File: src/rtl/spi_hold_pkg.sv
package spi_hold_pkg;
  typedef struct packed {
    logic cs_n;
    logic sck;
    logic hold_n;
  } pins_t;

  localparam int PINS_W = $bits(pins_t);
  localparam pins_t PINS_IDLE = '{cs_n: 1'b1, sck: 1'b0, hold_n: 1'b1};
endpackage

File: src/rtl/spi_hold_sync.sv
module spi_hold_sync #(
  parameter int WIDTH = 3,
  parameter int STAGES = 2,
  parameter logic [WIDTH-1:0] RST_VAL = '0
) (
  input  logic             clk_i,
  input  logic             rst_ni,
  input  logic [WIDTH-1:0] d_i,
  output logic [WIDTH-1:0] q_o
);
  for (genvar b = 0; b < WIDTH; b++) begin : g_bit
    logic [STAGES-1:0] chain_q;
    always_ff @(posedge clk_i or negedge rst_ni) begin
      if (!rst_ni) chain_q <= {STAGES{RST_VAL[b]}};
      else if (STAGES == 1) chain_q[0] <= d_i[b];
      else chain_q <= {chain_q[STAGES-2:0], d_i[b]};
    end
    assign q_o[b] = chain_q[STAGES-1];
  end
endmodule

File: src/rtl/spi_hold_edge.sv
module spi_hold_edge (
  input  logic clk_i,
  input  logic rst_ni,
  input  logic sck_i,
  output logic rise_o,
  output logic fall_o
);
  logic prev_q;
  always_ff @(posedge clk_i or negedge rst_ni) begin
    if (!rst_ni) prev_q <= 1'b0;
    else prev_q <= sck_i;
  end
  assign rise_o = sck_i & ~prev_q;
  assign fall_o = ~sck_i & prev_q;
endmodule

File: src/rtl/spi_hold_fsm.sv
module spi_hold_fsm (
  input  logic clk_i,
  input  logic rst_ni,
  input  logic cs_n_i,
  input  logic sck_i,
  input  logic hold_n_i,
  input  logic rise_i,
  input  logic fall_i,
  output logic rise_en_o,
  output logic fall_en_o,
  output logic hold_o,
  output logic so_oe_o
);
  logic hold_q, hold_d;

  // pause state may only move while the serial clock is low
  always_comb begin
    if (cs_n_i)      hold_d = 1'b0;
    else if (!sck_i) hold_d = ~hold_n_i;
    else             hold_d = hold_q;
  end

  always_ff @(posedge clk_i or negedge rst_ni) begin
    if (!rst_ni) begin
      hold_q    <= 1'b0;
      rise_en_o <= 1'b0;
      fall_en_o <= 1'b0;
      so_oe_o   <= 1'b0;
    end else begin
      hold_q    <= hold_d;
      rise_en_o <= rise_i & ~cs_n_i & ~hold_d;
      fall_en_o <= fall_i & ~cs_n_i & ~hold_d;
      so_oe_o   <= ~cs_n_i & ~hold_d;
    end
  end
  assign hold_o = hold_q;
endmodule

File: src/rtl/spi_hold_ctrl.sv
module spi_hold_ctrl
  import spi_hold_pkg::*;
#(
  parameter int SYNC_STAGES = 2
) (
  input  logic clk_i,
  input  logic rst_ni,
  input  logic cs_ni,
  input  logic sck_i,
  input  logic hold_ni,
  output logic sck_rise_en_o,
  output logic sck_fall_en_o,
  output logic hold_o,
  output logic so_oe_o
);
  pins_t pins_raw, pins_s;
  logic  rise, fall;

  assign pins_raw = '{cs_n: cs_ni, sck: sck_i, hold_n: hold_ni};

  spi_hold_sync #(
    .WIDTH  (PINS_W),
    .STAGES (SYNC_STAGES),
    .RST_VAL(PINS_IDLE)
  ) u_sync (
    .clk_i (clk_i),
    .rst_ni(rst_ni),
    .d_i   (pins_raw),
    .q_o   (pins_s)
  );

  spi_hold_edge u_edge (
    .clk_i (clk_i),
    .rst_ni(rst_ni),
    .sck_i (pins_s.sck),
    .rise_o(rise),
    .fall_o(fall)
  );

  spi_hold_fsm u_fsm (
    .clk_i    (clk_i),
    .rst_ni   (rst_ni),
    .cs_n_i   (pins_s.cs_n),
    .sck_i    (pins_s.sck),
    .hold_n_i (pins_s.hold_n),
    .rise_i   (rise),
    .fall_i   (fall),
    .rise_en_o(sck_rise_en_o),
    .fall_en_o(sck_fall_en_o),
    .hold_o   (hold_o),
    .so_oe_o  (so_oe_o)
  );
endmodule

File: config.mk
export PLATFORM = sky130hd
export DESIGN_NAME = spi_hold_ctrl
export DESIGN_NICKNAME = d
export VERILOG_FILES = /design/src/rtl/spi_hold_pkg.sv /design/src/rtl/spi_hold_sync.sv /design/src/rtl/spi_hold_edge.sv /design/src/rtl/spi_hold_fsm.sv /design/src/rtl/spi_hold_ctrl.sv
export SDC_FILE = /design/constraint.sdc
export NUM_CORES = 1
export LEC_CHECK = 0
export BUFFER_PORTS_ARGS = -buffer_cell sky130_fd_sc_hd__buf_2
export CAP_MARGIN = 20
export CORE_AREA = 2 2 39 41
export CTS_CLUSTER_SIZE = 16
export DETAILED_ROUTE_END_ITERATION = 16
export DIE_AREA = 0 0 41 43
export PLACE_DENSITY_LB_ADDON = 0.05
export SYNTH_ARGS = -nofsm -noshare
export SYNTH_HDL_FRONTEND = slang
export SYNTH_HIERARCHICAL = 1
export SYNTH_SLANG_ARGS = --single-unit
export TNS_END_PERCENT = 20
File: constraint.sdc
create_clock -name clk_i -period 1.1 [get_ports clk_i]
set_clock_uncertainty 0.2 [all_clocks]
set_input_delay 0.11 -clock clk_i [delete_from_list [all_inputs] [get_ports clk_i]]
set_output_delay 0.11 -clock clk_i [all_outputs]
set_load 0.01 [all_outputs]
==> results.json <==
{
  "cp_cell_sequence": "and2_4 > nor4b_4",
  "postLayoutSetupSlackWorst_ns": -0.0378,
  "worstMarginPinSlew_ns": 0.229,
  "outcome": "finished with violations",
  "cap_viol_max_count": 0,
  "yosysWarningCount": 6,
  "post_synth_main_area_contributors": "dfrtp_1 (48%), dfstp_2 (29%), buf_4 (6.2%)",
  "final_min_period_over_clock_period_pct": 103,
  "globalRoute.totalOverflow": 0,
  "rows": 14,
  "numPortBuffers": 8,
  "clock_power_share_pct": 34.1,
  "switching_fraction_pct": 20.5,
  "critPathTopFamily": "simple AND/OR/NAND/NOR gates",
  "core_area_mm2": 0.00138,
  "firstDrtPassIters": 2,
  "timing.final.max_slew_violations": 0,
  "ant_nets": 0,
  "antenna_cells": 0,
  "avgViaCountPerCell": 4.00,
  "violations_in_the_final_reports": "setup timing",
  "crit_required_ns": 1.07,
  "crit_buf_inv": 0,
  "cellLeakagePower_nw": 0.228,
  "num_io_pins": 9,
  "initial_core_util_pct": 26.2,
  "postSynthRegisterBits": 11,
  "die-area_mm2": 0.00176,
  "fin_worst_hold_slack_ns": 0.0426,
  "totalWireLength_um": 520,
  "routed-via-count": 208,
  "cts_buffer_depth": 2,
  "clock_sink_count": 11,
  "timing.rr.end": "u_fsm/fall_en_o$_DFF_PN0_",
  "cts_tree": "done",
  "netlist.top_cell.by_area": "dfrtp_1",
  "cts_buf_count": 3,
  "detail_route.iter0.violations": 1,
  "placedInstanceArea_um2": 420,
  "setup.reg_to_reg.worst_slack_ns": -0.04,
  "synth_top_area_share_pct": 48.3,
  "clock_insertion_delay_worst_skew_ns": 0.26,
  "achievable-frequency_mhz": 879,
  "internal_power_uw": 606,
  "p_comb_share_pct": 8.0,
  "grt_usage_pct": 8.16,
  "routabilityCongestion": 0.586,
  "total_power_uw": 762,
  "synthesis.area_per_instance_um2": 16.5,
  "rsz0062_at_grt": "true",
  "worst_slew_margin_rel_pct": 84.7,
  "cp.arrival_ns": 1.10,
  "synth_cells": 22,
  "ys_seq_area_share_pct": 77.2,
  "grt_first_pass_wirelength_um": 821,
  "post_layout_nonfiller_instances": 52,
  "postLayoutCellArea_um2": 503,
  "ys_types": 10,
  "die-height_um": 43,
  "seqPwrFrac_pct": 57.9,
  "areaGrowthSynthToFinish_pct": 38.6,
  "number_of_antenna_violations_at_the_first_check_in_global_routing": 0,
  "via_count_of_the_first_global_routing_pass": 226,
  "mappedNetlistArea_um2": 363,
  "crit_path_start_kind": "register",
  "r2r_cells": 2,
  "critPathSlowestCell": "dfrtp_1",
  "drc_errors": 0,
  "crit_reg_reg_startpoint": "u_sync/g_bit[1].chain_q[1]$_DFF_PN0_",
  "critPathCaptureType": "register",
  "die_x_um": 41,
  "power_density_mw_per_mm2": 1520,
  "numPlacedInstances": 43,
  "drive_above_1_share_pct": 61.1,
  "clk_pin_slew_ns": 0.06,
  "dpl_hpwl_um": 368,
  "cts-root-buf": "clkbuf_4",
  "path_class": "reg -> reg",
  "place_ws_ns": -0.0528,
  "power.switching_uw": 156,
  "finalHoldViolCount": 0,
  "power.ir.vdd_worst_uv": 597,
  "top_fanout_value_on_the_critical_path": 5,
  "h_tree_depth": 1,
  "fin_crit_ns": 1.14,
  "wl_per_cell_um": 10.0,
  "critical_path.max_stage_delay_ns": 0.41,
  "setup_viol": 2,
  "net_total_in_the_final_layout": 42,
  "grt_max_degree": 12,
  "holdCritPathClass": "in -> async",
  "synthesis.nets": 27
}
==> how the worst max path moves through the flow <==
stage                                    startpoint                         to  cells after the start
2_1_floorplan  u_sync/g_bit[0].chain_q[1]$_DFF_PN1_  u_fsm/fall_en_o$_DFF_PN0_                      3
4_1_cts        u_sync/g_bit[1].chain_q[1]$_DFF_PN0_  u_fsm/fall_en_o$_DFF_PN0_                      2
3_3_place_gp   u_sync/g_bit[0].chain_q[1]$_DFF_PN1_  u_fsm/fall_en_o$_DFF_PN0_                      2
6_report       u_sync/g_bit[1].chain_q[1]$_DFF_PN0_  u_fsm/fall_en_o$_DFF_PN0_                      2
3_5_place_dp   u_sync/g_bit[0].chain_q[1]$_DFF_PN1_  u_fsm/fall_en_o$_DFF_PN0_                      2
5_1_grt        u_sync/g_bit[1].chain_q[1]$_DFF_PN0_  u_fsm/fall_en_o$_DFF_PN0_                      2
==> per-stage QoR <==
step	setup TNS, ns	util [%]
2_1_floorplan	-0.122	-
3_3_place_gp	-0.00730	30.4
3_5_place_dp	-0.0665	30.4
4_1_cts	-0.109	36.3
5_1_grt	-0.296	36.3
6_report	-0.0615	36.3
==> cell usage in the layout, fill, tap and decap left out, drive strengths merged <==
master	instances
buf	9
and2b	1
nor2b	1
nor3	1
clkbuf	4
and2	1
o21ba	1
nor4b	2
dfrtp	7
dlygate4sd3	4
nor2	1
dfstp	4
==> Yosys cell counts (all sizes together) <==
library cell	number
nor3	1
nor2	1
and2b	1
dfstp	4
nor2b	1
nor4b	2
dfrtp	7
buf	3
and2	1
o21ba	1
==> power by group through the flow <==
stage | Clock, mW | Sequential (mW) | Combinational [mW]
floorplan | 0 | 0.447 | 0.0311
global placement | 0 | 0.449 | 0.0441
detailed placement | 0 | 0.450 | 0.0449
CTS | 0.281 | 0.442 | 0.0624
global route | 0.300 | 0.444 | 0.0674
finish | 0.260 | 0.442 | 0.0607
==> cell type report <==
cell class | count | area [um^2]
Fill cell | 156 | 881
Sequential cell | 11 | 280
Multi-Input combinational cell | 8 | 88.8
Timing Repair Buffer | 13 | 87.6
Clock buffer | 4 | 26.3
Tap cell | 16 | 20.0
==> timing repair <==
item	in CTS	in global routing
hold buffers	4	0
resized for setup	1	0
buffers inserted	1	0
pin swaps	3	0
endpoints found under the setup margin	4	7
hold endpoints to repair	14	0
==> sequential cells by signal, summed over array words and instances, names as in the netlist <==
register	count
u_fsm/hold_o	1
u_sync/g_bit.chain_q	6
u_fsm/fall_en_o	1
u_fsm/rise_en_o	1
u_edge/prev_q	1
u_fsm/so_oe_o	1
==> kinds of logic (layout without fill, tap and decap cells) <==
group / count (synthesis) / count (layout) / share of synthesized area, %
AO/OA/AOI/OAI: 1 / 1 / 2.76
buffers and inverters: 3 / 17 / 6.21
flip-flops: 11 / 11 / 77.2
AND/OR/NAND/NOR: 7 / 7 / 13.8
==> per-layer routing <==
layer	wire [um]	vias to the layer above	global-route usage [%]	share of wire, %
li1	-	97	-	-
met1	187	103	6.44	36
met2	293	8	12.5	56
met3	39	0	4.71	7.5
met4	0	0	8.00	0
met5	0	-	0	0
No activity file was read; power rests on OpenSTA's default activity.
